===== config.mk =====
export PLATFORM = sky130hd
export DESIGN_NAME = conv_enc_r2k3
export DESIGN_NICKNAME = d
export VERILOG_FILES = /design/src/rtl/conv_enc_r2k3.sv
export SDC_FILE = /design/constraint.sdc
export NUM_CORES = 1
export LEC_CHECK = 0
export BUFFER_PORTS_ARGS = -buffer_cell sky130_fd_sc_hd__buf_2
export CAP_MARGIN = 25
export CORE_AREA = 2 2 39 41
export DETAILED_ROUTE_END_ITERATION = 6
export DIE_AREA = 0 0 41 43
export PLACE_DENSITY_LB_ADDON = 0.08
export SETUP_SLACK_MARGIN = 0.5
export SLEW_MARGIN = 20
export SYNTH_ARGS = -nofsm -noshare
export SYNTH_HDL_FRONTEND = slang
export SYNTH_SLANG_ARGS = --single-unit

===== constraint.sdc =====
create_clock -name clk -period 1.2 [get_ports clk]
set_input_delay 0.12 -clock clk [delete_from_list [all_inputs] [get_ports clk]]
set_output_delay 0.12 -clock clk [all_outputs]
set_load 0.005 [all_outputs]

===== src/rtl/conv_enc_r2k3.sv =====
module conv_enc_r2k3 (
  input  logic       clk,
  input  logic       rst,
  input  logic       frame_start,
  input  logic       flush_req,
  input  logic       in_valid,
  input  logic       in_bit,
  output logic       in_ready,
  output logic       out_valid,
  output logic [1:0] out_sym
);
  localparam int K        = 3;
  localparam int MEM      = K - 1;
  localparam int TAIL_W   = $clog2(MEM + 1);

  // hist[0] = previous bit, hist[1] = bit two steps back
  logic [MEM-1:0]    hist;
  logic [TAIL_W-1:0] tail_cnt;
  logic              tailing, take, step, cur;
  logic [MEM-1:0]    base;

  assign tailing  = |tail_cnt;
  assign in_ready = ~tailing;
  assign take     = in_valid & in_ready;
  assign step     = take | (tailing & ~frame_start);
  assign cur      = take & in_bit;
  assign base     = frame_start ? '0 : hist;

  always_ff @(posedge clk) begin
    if (rst) begin
      hist      <= '0;
      tail_cnt  <= '0;
      out_valid <= 1'b0;
      out_sym   <= 2'b00;
    end else begin
      out_valid <= step;
      if (step) begin
        out_sym <= {base[1] ^ base[0] ^ cur, base[1] ^ cur};
        hist    <= {base[0], cur};
      end else if (frame_start) begin
        hist <= '0;
      end
      if (frame_start)
        tail_cnt <= '0;
      else if (tailing)
        tail_cnt <= tail_cnt - 1'b1;
      else if (flush_req)
        tail_cnt <= TAIL_W'(MEM);
    end
  end

  assert_valid_follows_R4: assert property (@(posedge clk) disable iff (rst)
    take |=> out_valid);
  assert_quiet_idle_R4: assert property (@(posedge clk) disable iff (rst)
    (in_ready && !take) |=> !out_valid);
  assert_state_hold_R5: assert property (@(posedge clk) disable iff (rst)
    (in_ready && !take && !frame_start) |=> $stable(hist));
  assert_frame_clear_R6: assert property (@(posedge clk) disable iff (rst)
    (frame_start && !take) |=> (hist == '0));
  assert_ready_drop_R7: assert property (@(posedge clk) disable iff (rst)
    (flush_req && in_ready && !frame_start) |=> !in_ready);
  assert_tail_zero_R7: assert property (@(posedge clk) disable iff (rst)
    (tail_cnt == TAIL_W'(1) && !frame_start) |=> (hist == '0 && out_valid && in_ready));
  assert_start_wins_R8: assert property (@(posedge clk) disable iff (rst)
    (frame_start && in_ready) |=> in_ready);
endmodule


After elaboration in Yosys (flattened, before gate mapping)
Cells that the tools add are included.
{"block": "op_classes", "mux": 4, "n_bitwise": 9, "n_reduce_logical": 3, "n_addsub": 1}
{"cell": "two-way mux 2 bit", "count": 4}
{"cell": "OR reduction 2 bit", "count": 2}
{"cell": "bitwise AND 1 bit", "count": 3}
{"cell": "XOR 1 bit", "count": 3}
{"cell": "inverter 1 bit", "count": 2}
{"cell": "nonzero test 2 bit", "count": 1}
{"cell": "subtractor 2 x 1 -> 2 bit, second input constant", "count": 1}
{"cell": "OR 1 bit", "count": 1}
{"block": "word_totals", "word_cells": 21, "output_inout_bits": 4, "reg_bits": 7}

Longest topological paths before layout
Gate-level depths: netlist of run 1.
{"block": "depth", "ltp_word": 5, "depth_mapped": 6}

Worst setup path after synthesis of run 1
Ideal clock, no wire load.
{"block": "synth_timing", "kind": "reg-to-reg", "start": "register tail_cnt[0]", "end": "register tail_cnt[1]", "setup_ns": 0.103, "period_less_slack_ns": 1.266, "slack_ns": -0.066, "stages_incl_launch_ff": 6, "t_arrival_ns": 1.163, "path_cell_list": "dfxtp_1 -> inv_1 -> ha_1 -> nand2b_1 -> nor2_1 -> a2111oi_2"}
{"block": "synth_via", "elab_chain_len": 2, "word_cells_on_any_way": 4}
{"element": "start: declaration", "line": "18", "source": "logic [TAIL_W-1:0] tail_cnt;"}
{"element": "start signal: assignment", "line": "46", "source": "tail_cnt <= tail_cnt - 1'b1;"}
{"element": "start signal: assignment", "line": "48", "source": "tail_cnt <= TAIL_W'(MEM);"}
{"element": "subtractor 2 x 1 -> 2 bit or OR reduction 2 bit (tied branches)", "line": "46, 22"}
{"element": "two-way mux 2 bit or nonzero test 2 bit (tied branches)"}
Parallel ways exist; a longest one is shown, timed or not.
A chain may end at the register's enable or synchronous reset.

Worst setup path after layout of run 1
{"block": "layout_timing", "start": "register tail_cnt[1]", "end": "register out_sym[1]"}
{"block": "layout_via", "elab_chain_len": 5, "word_cells_on_any_way": 7}
{"element": "OR reduction 2 bit *", "line": "22", "source": "assign tailing = |tail_cnt;"}
{"element": "inverter 1 bit", "line": "23", "source": "assign in_ready = ~tailing;"}
{"element": "bitwise AND 1 bit", "line": "24", "source": "assign take = in_valid & in_ready;"}
{"element": "bitwise AND 1 bit", "line": "26", "source": "assign cur = take & in_bit;"}
{"element": "XOR 1 bit", "line": "38", "source": "out_sym <= {base[1] ^ base[0] ^ cur, base[1] ^ cur};"}
{"element": "end signal: assignment", "line": "38"}
{"element": "end: declaration", "line": "10", "source": "output logic [1:0] out_sym"}
Every way passes the cells marked *; elsewhere a longest branch is shown, timed or not.

==> results of run 1 <==
flip-flops by register name (all words and copies together), names as in the netlist:
register	count
tail_cnt	2
out_valid	1
hist	2
out_sym	2
final cells by class:
class                           count  area [um^2]
Inverter                            5        18.77
Timing Repair Buffer               12        67.56
Fill cell                         149        877.1
Clock buffer                        4        26.28
Multi-Input combinational cell     26        230.2
Tap cell                           16        20.02
Sequential cell                     7        143.9
cells by family after synthesis:
kind of cell / count (synthesis) / synth area share
AND/OR/NAND/NOR: 11 / 0.1560
multiplexers: 3 / 0.08511
adder cells (fa/ha/maj): 2 / 0.07091
buffers and inverters: 5 / 0.05320
XOR/XNOR: 1 / 0.02483
AO/OA/AOI/OAI: 9 / 0.2128
flip-flops: 7 / 0.3972
cell usage after synthesis (2+ instances only):
library cell	count	area [um^2]
dfxtp_1	7	140.1
ha_1	2	25.02
mux2i_1	3	30.03
nor3_1	2	10.01
nor2_1	4	15.01
inv_1	5	18.77
nand2b_1	2	12.51
where the power goes:
| part | internal, mW | switching [mW] |
|---|---|---|
| Sequential | 0.247 | 0.00744 |
| Combinational | 0.0611 | 0.0564 |
| Clock | 0.127 | 0.0895 |
| Total | 0.435 | 0.153 |
stage by stage:
step / utilization / hold WS [ns] / setup slack [ns] / TNS (ns) / instances
after floorplan: - / 0.1814 / 0.08347 / 0 / 38
after global placement: 0.3327 / 0.3952 / 0.04470 / 0 / 64
after detailed placement: 0.3327 / 0.4108 / 0.02357 / 0 / 64
after CTS: 0.3526 / 0.1373 / 0.02105 / 0 / 68
after global routing: 0.3662 / 0.1414 / -0.03909 / -0.03909 / 70
final: 0.3662 / 0.1436 / 0.02515 / 0 / 70
per-layer routing:
metal  GRT usage  share of wire  up-vias
met5           0              0        -
met4      0.1000              0        0
met3     0.04712          0.090        0
met2      0.1344           0.49       16
met1      0.1262           0.42      158
li1            -              -      166
worst max-delay path by stage:
| stage | from | endpoint | slack, ns | cells past startpoint |
|---|---|---|---|---|
| after global routing | tail_cnt[1]$_SDFFE_PP0P_ | out_sym[1]$_SDFFE_PP0P_ | -0.04 | 5 |
| after floorplan | tail_cnt[1]$_SDFFE_PP0P_ | out_sym[1]$_SDFFE_PP0P_ | 0.08 | 6 |
| after CTS | tail_cnt[1]$_SDFFE_PP0P_ | out_sym[1]$_SDFFE_PP0P_ | 0.02 | 5 |
| after detailed placement | tail_cnt[1]$_SDFFE_PP0P_ | out_sym[1]$_SDFFE_PP0P_ | 0.02 | 5 |
| after global placement | tail_cnt[1]$_SDFFE_PP0P_ | out_sym[1]$_SDFFE_PP0P_ | 0.04 | 5 |
| final | tail_cnt[1]$_SDFFE_PP0P_ | out_sym[1]$_SDFFE_PP0P_ | 0.03 | 5 |
what timing repair did:
action | in CTS | in global routing
setup endpoints to repair | 11 | 11
resized for setup | 1 | 2
cloned | 0 | 0
setup buffers | 0 | 2
==> results.txt, run 1 <==
placed inst area - 460.4 um^2
Post-Syn Instances - 38
Root Buffer - clkbuf_4
actual slew at the worst max-slew pin - 0.2429 ns
WP buf/inv - 1
Synth Register Bits - 7
Synth Cell Area - 352.8 um^2
Tcrit/Tclk final - 0.9790
wire length per cell - 11.24 um
Reg-to-Reg Start - tail_cnt[1]$_SDFFE_PP0P_
ANT nets after route - 0
DIE AREA - 0.001763 mm^2
final net count - 63
worst stage delay on the critical path - 0.33 ns
hold path cells - 2
core area - 0.001384 mm^2
row cnt - 14
Detailed Place HPWL - 585.2 um
Vias - 340
commonest non-fill, non-tap cell in the layout - buf_2
PortBufs - 9
VDD IR-drop max - 0.0003285 V
Power Density - 1161 mW/mm^2
critical path arrival - 1.32 ns
Worst slew margin - 0.8378
Worst-path clk slew - 0.05 ns
max_cap viols - 0
Worst Setup Start Kind - flip-flop
syn avg cell area - 9.285 um^2
initial DRC count - 11
H-tree levels - 1
CTS buffer count - 3
CP endpoint kind - flip-flop
Slew Limit Fails - 0
most frequent cells in the layout - buf_2, dfxtp_1
vias in the first global route - 295
Synth async-reset ratio - 0
crit-path cells - inv_2, ha_4, and3_4, mux2i_1, o221a_1
maximum root-to-sink buffer count - 2
status - completed
ys flop type - dfxtp_1
final setup violation count - 0
post-synth cell types - 20
gpl congestion - 0.6384
All-Layer GR Usage - 0.1066
initial antenna violation count - 0
fmax - 851.2 MHz
First-pass DRT Iterations - 4
CP max stage cell - dfxtp_2
worst path required time - 1.34 ns
Sink Count - 7
Final min period - 1.175 ns
pin count of the biggest net entering global routing - 11
synth warn - 0
Die Y-Extent - 43 um
worst min-delay path class - in2reg
DRC - 0
total wire length - 787 um
worst-path fanout max - 9
flop-to-flop setup slack - 0.03 ns
fraction of layout cells with a size suffix above 1 - 0.5185
Worst Hold End - out_valid$_SDFF_PP0_
hold path start - rst
Skew-Pair Late Insertion Delay - 0.25 ns
FF-to-FF path depth - 5
Area Overhead vs Synth - 43.62%
grt ovf - 0
sequential fraction of the synthesis area - 0.3972
Fin. Hold Viols - 0
diode count - 0
DR vias/cell - 4.857
WS Path Type - reg2reg
global-route wire length before repair - 1.166 mm
CTS tree - built
Design Area, Final - 506.7 um^2
Worst Skew - 0.001123 ns
FF-to-FF End - out_sym[1]$_SDFFE_PP0P_
Post-synth EDFFs - 0
initial core utilization - 0.2550
Die Wd - 41 um
total power - 0.5884 mW
Hold Buf Count CTS - 0
I/O pins - 10
RSZ-0062 raised after global routing - yes
syn nets - 46
P_leak - 0.2293 nW
Top delay family on crit path - flip-flops
No activity file was read; power rests on OpenSTA's default activity.
==> inputs of run 2 (changes only) <==
Settings changed: ABC_AREA from default to 1, PLACE_DENSITY_LB_ADDON 0.08 to default.
==> results.txt, run 2 <==
Reg-to-Reg Start - tail_cnt[1]$_SDFFE_PP0P_
sequential fraction of the synthesis area - 0.3758 (-0.02132)
Hold Buf Count CTS - 0 (unchanged)
core area - 0.001384 mm^2 (unchanged)
All-Layer GR Usage - 0.09366 (-0.01298)
status - completed
DP Cell Count - 74 (+16%)
worst path required time - 1.38 ns (+0.04 ns)
final worst setup slack - 0.1260 ns (+0.1008 ns)
Synth area leaders - dfxtp_1, nand2_1, nand3_1, ha_1, inv_1
Die Wd - 41 um (unchanged)
Synth top cells by count - nand2_1, dfxtp_1, inv_1, nand3_1, nor2_1
worst-path fanout max - 4 (-5)
Area Overhead vs Synth - 47.65%
WS Path Type - reg2reg
DR vias/cell - 4.195 (-14%)
H-tree levels - 1 (unchanged)
hold slack - 0.1354 ns (-0.008231 ns)
Slew Limit Fails - 0 (unchanged)
total wire length - 650 um (-17%)
Worst-path clk slew - 0.05 ns (about the same)
Skew-Pair Late Insertion Delay - 0.24 ns (about the same)
commonest non-fill, non-tap cell in the layout - nand2_1
Root Buffer - clkbuf_4
CTS tree - built
Design Area, Final - 550.5 um^2 (+8.6%)
Post-Syn Instances - 49 (+29%)
Vias - 344 (+1.2%)
First-pass DRT Iterations - 1 (-3)
pin count of the biggest net entering global routing - 5 (-6)
syn avg cell area - 7.609 um^2 (-18%)
most frequent cells in the layout - nand2_1, buf_2, nand3_1
Yosys top cell by area - dfxtp_1
fraction of layout cells with a size suffix above 1 - 0.5152 (-0.003367)
grt ovf - 0 (unchanged)
DRC - 0 (unchanged)
maximum root-to-sink buffer count - 2 (unchanged)
ANT nets after route - 0 (unchanged)
P_leak - 0.2688 nW (+17%)
final setup TNS - 0 ns (unchanged)
I/O pins - 10 (unchanged)
Worst slew margin - 0.8975 (+0.05972)
FF-to-FF path depth - 7 (+2)
Regs by FF count - hist (2), out_sym (2), tail_cnt (2)
Worst Setup Slack post-DPL - 0.1267 ns (+0.1031 ns)
Die Y-Extent - 43 um (unchanged)
VDD IR-drop max - 0.0004307 V (+31%)
Tcrit/Tclk final - 0.8950 (-0.08400)
Worst Setup Start Kind - flip-flop
synth warn - 0 (unchanged)
placed inst area - 459.2 um^2 (-0.27%)
Sink Count - 7 (unchanged)
flop-to-flop setup slack - 0.13 ns (+0.10 ns)
gpl congestion - 0.6261 (-1.9%)
global-route wire length before repair - 1.110 mm (-4.8%)
top cell type's share of synthesized area - 0.3758 (-0.02132)
initial antenna violation count - 0 (unchanged)
max_cap viols - 0 (unchanged)
Detailed Place HPWL - 534.4 um (-8.7%)
CP endpoint kind - flip-flop
Post-synth EDFFs - 0 (unchanged)
post-synth cell types - 16 (-20%)
wire length per cell - 7.927 um (-29%)
fmax - 931.1 MHz (+9.4%)
Power Density - 1083 mW/mm^2 (-6.7%)
critical path arrival - 1.26 ns (-0.06 ns)
most frequent cell after synthesis - nand2_1
PortBufs - 9 (unchanged)
Fin. Hold Viols - 0 (unchanged)
Synth Register Bits - 7 (unchanged)
final net count - 75 (+19%)
Final min period - 1.074 ns (-0.1008 ns)
initial core utilization - 0.2694 (+0.01447)
ys flop type - dfxtp_1
total power - 0.5965 mW (+1.4%)
Layout Cells excl Fill - 82 (+17%)
DIE AREA - 0.001763 mm^2 (unchanged)
crit path to - out_sym[0]$_SDFFE_PP0P_
vias in the first global route - 304 (+3.1%)
Fillers - 153 (+2.7%)
syn nets - 57 (+24%)
Synth Cell Area - 372.9 um^2 (+5.7%)
Synth async-reset ratio - 0 (unchanged)
initial DRC count - 0 (-11)
CTS buffer count - 3 (unchanged)
actual slew at the worst max-slew pin - 0.1535 ns (-0.08940 ns)
Critical Path Source - tail_cnt[1]$_SDFFE_PP0P_
worst min-delay path class - in2reg
Worst Skew - 0.00003597 ns (-0.001087 ns)
row cnt - 14 (unchanged)
RSZ-0062 raised after global routing - yes
FF-to-FF End - out_sym[0]$_SDFFE_PP0P_
final setup violation count - 0 (unchanged)
diode count - 0 (unchanged)
Util after Layout - 0.3978 (+0.03165)
run 2: changes by cell type after synthesis, sizes merged, moves of 3 or more:
cell	before	now
nand2	1	15
nand3	0	6
inv	5	8
mux2i	3	0
run 2: logic make-up after synthesis:
kind of cell             share of synthesized area
AO/OA/AOI/OAI                              0.09730
adder cells (fa/ha/maj)                    0.06710
buffers and inverters                      0.08054
flip-flops                                  0.3758
AND/OR/NAND/NOR                             0.3792
run 2: worst min-delay path by stage:
| stage | slack, ns | cells after the start | start | end |
|---|---|---|---|---|
| 2_1_floorplan | 0.19 | 1 | rst | hist[0]$_SDFF_PP0_ |
| 3_3_place_gp | 0.37 | 2 | rst | hist[0]$_SDFF_PP0_ |
| 3_5_place_dp | 0.37 | 2 | rst | hist[0]$_SDFF_PP0_ |
| 4_1_cts | 0.12 | 2 | rst | hist[0]$_SDFF_PP0_ |
| 5_1_grt | 0.13 | 2 | rst | hist[0]$_SDFF_PP0_ |
| 6_report | 0.14 | 2 | rst | hist[0]$_SDFF_PP0_ |
run 2: repair_timing:
action,CTS,global route
gates resized for setup,3,6
buffers inserted,1,3
setup endpoints to repair,11,11
pin swaps,1,2
gates cloned,0,0
run 2: cell type report:
class / count / area [um^2] / area share
inverters: 8 / 32.53 / 0.05909
well taps: 16 / 20.02 / 0.03636
multi-input cells: 34 / 252.7 / 0.4591
flip-flops and latches: 7 / 143.9 / 0.2614
clock buffers: 4 / 26.28 / 0.04773
repair buffers: 13 / 75.07 / 0.1364
run 2: critical path, cell delays in order, from the launching register on:
cell and delay (ns):
dfxtp_2 0.33, inv_2 0.05, ha_4 0.18, inv_4 0.08, nand2_4 0.07, a21oi_4 0.16, nand3_1 0.10, nand2_1 0.06
run 2: routing by layer:
metal | global-route usage | share of wire
met5 | 0 | 0
met1 | 0.1234 | 0.46
met3 | 0.01571 | 0.023
met4 | 0.08000 | 0
met2 | 0.1250 | 0.52
run 2: power breakdown:
group / internal [mW] / switching (mW)
registers: 0.248 / 0.00528
logic: 0.0643 / 0.0777
clock network: 0.126 / 0.0756
==> inputs of run 3 (changes only) <==
Settings changed: PLACE_DENSITY from default to 0.54.
==> results.txt, run 3 (synthesis results as in run 2) <==
DRC - 0 (unchanged)
placed inst area - 459.2 um^2 (unchanged)
CTS tree - built
switch share - 0.2871 (+0.02135)
H-tree levels - 1 (unchanged)
maximum root-to-sink buffer count - 2 (unchanged)
worst min-delay path class - in2reg
Worst-path clk slew - 0.06 ns (about the same)
commonest non-fill, non-tap cell in the layout - nand2_1
ANT nets after route - 0 (unchanged)
gpl congestion - 0.6612 (+5.6%)
fraction of layout cells with a size suffix above 1 - 0.5152 (unchanged)
final setup TNS - 0 ns (unchanged)
actual slew at the worst max-slew pin - 0.1937 ns (+0.04020 ns)
Die Y-Extent - 43 um (unchanged)
Worst Setup Start Kind - flip-flop
WS Path Type - reg2reg
Worst Skew - 0.0007411 ns (+0.0007052 ns)
most frequent cells in the layout - nand2_1, buf_2, nand3_1, dfxtp_1
pin count of the biggest net entering global routing - 6 (+1)
Die Wd - 41 um (unchanged)
Final min period - 1.048 ns (-0.02638 ns)
Worst slew margin - 0.8701 (-0.02739)
CP endpoint kind - flip-flop
worst-path fanout max - 4 (unchanged)
Flop pwr share - 0.419 (-0.005)
DR vias/cell - 4.354 (+3.8%)
Worst Setup Slack post-DPL - 0.1263 ns (-0.0003290 ns)
Root Buffer - clkbuf_4
Area Overhead vs Synth - 42.28%
critical path arrival - 1.24 ns (-0.02 ns)
row cnt - 14 (unchanged)
initial core utilization - 0.2694 (unchanged)
Power Density - 1135 mW/mm^2 (+4.7%)
worst path required time - 1.39 ns (about the same)
global-route wire length before repair - 1.221 mm (+10%)
Skew-Pair Late Insertion Delay - 0.25 ns (about the same)
final setup violation count - 0 (unchanged)
Vias - 357 (+3.8%)
initial antenna violation count - 0 (unchanged)
Int Pwr - 0.4291 mW (-2.0%)
I/O pins - 10 (unchanged)
Detailed Place HPWL - 545.3 um (+2.0%)
grt ovf - 0 (unchanged)
diode count - 0 (unchanged)
fmax - 954.5 MHz (+2.5%)
DIE AREA - 0.001763 mm^2 (unchanged)
Util after Layout - 0.3834 (-0.01447)
clock power share - 0.358 (+0.020)
Logic pwr share - 0.223 (-0.015)
initial DRC count - 5 (+5)
wire length per cell - 9.341 um (+18%)
core area - 0.001384 mm^2 (unchanged)
Slew Limit Fails - 0 (unchanged)
final worst setup slack - 0.1523 ns (+0.02637 ns)
Switch Pwr - 0.1729 mW (+9.0%)
vias in the first global route - 324 (+6.6%)
RSZ-0062 raised after global routing - yes
Tcrit/Tclk final - 0.8731 (-0.02198)
max_cap viols - 0 (unchanged)
PortBufs - 9 (unchanged)
Regs by FF count - hist (2), out_sym (2), tail_cnt (2)
All-Layer GR Usage - 0.1107 (+0.01701)
P_leak - 0.2666 nW (-0.83%)
total wire length - 766 um (+18%)
CTS buffer count - 3 (unchanged)
Hold Buf Count CTS - 0 (unchanged)
status - completed
First-pass DRT Iterations - 5 (+4)
VDD IR-drop max - 0.0004690 V (+8.9%)
Fin. Hold Viols - 0 (unchanged)
Design Area, Final - 530.5 um^2 (-3.6%)
Sink Count - 7 (unchanged)
final net count - 75 (unchanged)
Fillers - 156 (+2.0%)
[run 3: worst paths after layout]
kind,end,slack [ns],startpoint,cells past startpoint
setup reg to reg,out_sym[1]$_SDFFE_PP0P_,0.15,tail_cnt[0]$_SDFFE_PP0P_,6
hold reg to reg,out_sym[0]$_SDFFE_PP0P_,0.46,out_sym[0]$_SDFFE_PP0P_,2
hold / removal,hist[0]$_SDFF_PP0_,0.14,rst,2
setup / recovery,out_sym[1]$_SDFFE_PP0P_,0.15,tail_cnt[0]$_SDFFE_PP0P_,6
[run 3: what timing repair did]
item / CTS / global route
gates resized for setup: 3 / 2
endpoints found under the setup margin: 11 / 11
pin swaps: 5 / 0
buffers inserted: 3 / 1
[run 3: worst max-delay path, cell delays in order (launching register included)]
cell and delay (ns):
dfxtp_1 0.30, inv_2 0.07, ha_4 0.17, nand2_2 0.10, a21oi_4 0.18, nand3_1 0.08, nand2_1 0.08
[run 3: cell type report]
type,count,area (um^2),share of cell area
Clock inverter,1,5.005,0.009434
Sequential cell,7,142.6,0.2689
Multi-Input combinational cell,34,232.7,0.4387
Inverter,8,32.53,0.06132
Timing Repair Buffer,13,75.07,0.1415
Clock buffer,3,22.52,0.04245
Tap cell,16,20.02,0.03774
[run 3: routing by layer]
layer  vias to the layer above  GRT usage  routed length, um
li1                        189          -                  -
met1                       152    0.08738                295
met2                        12     0.1938                414
met3                         4    0.03141                 32
met4                         0     0.1000                 23
met5                         -          0                  0
[run 3: stage by stage]
stage,cells,hold WS [ns],total power [mW]
2_1_floorplan,49,0.1891,0.3350
3_3_place_gp,74,0.3774,0.3675
3_5_place_dp,74,0.3740,0.3696
4_1_cts,81,0.1365,0.6035
5_1_grt,82,0.1625,0.6314
6_report,82,0.1373,0.6020
[run 3: power by group through the flow]
stage / clock, mW / combinational [mW] / sequential (mW)
floorplan: 0 / 0.0776 / 0.257
global placement: 0 / 0.111 / 0.256
detailed placement: 0 / 0.113 / 0.257
CTS: 0.221 / 0.130 / 0.252
global route: 0.227 / 0.150 / 0.254
finish: 0.215 / 0.134 / 0.252
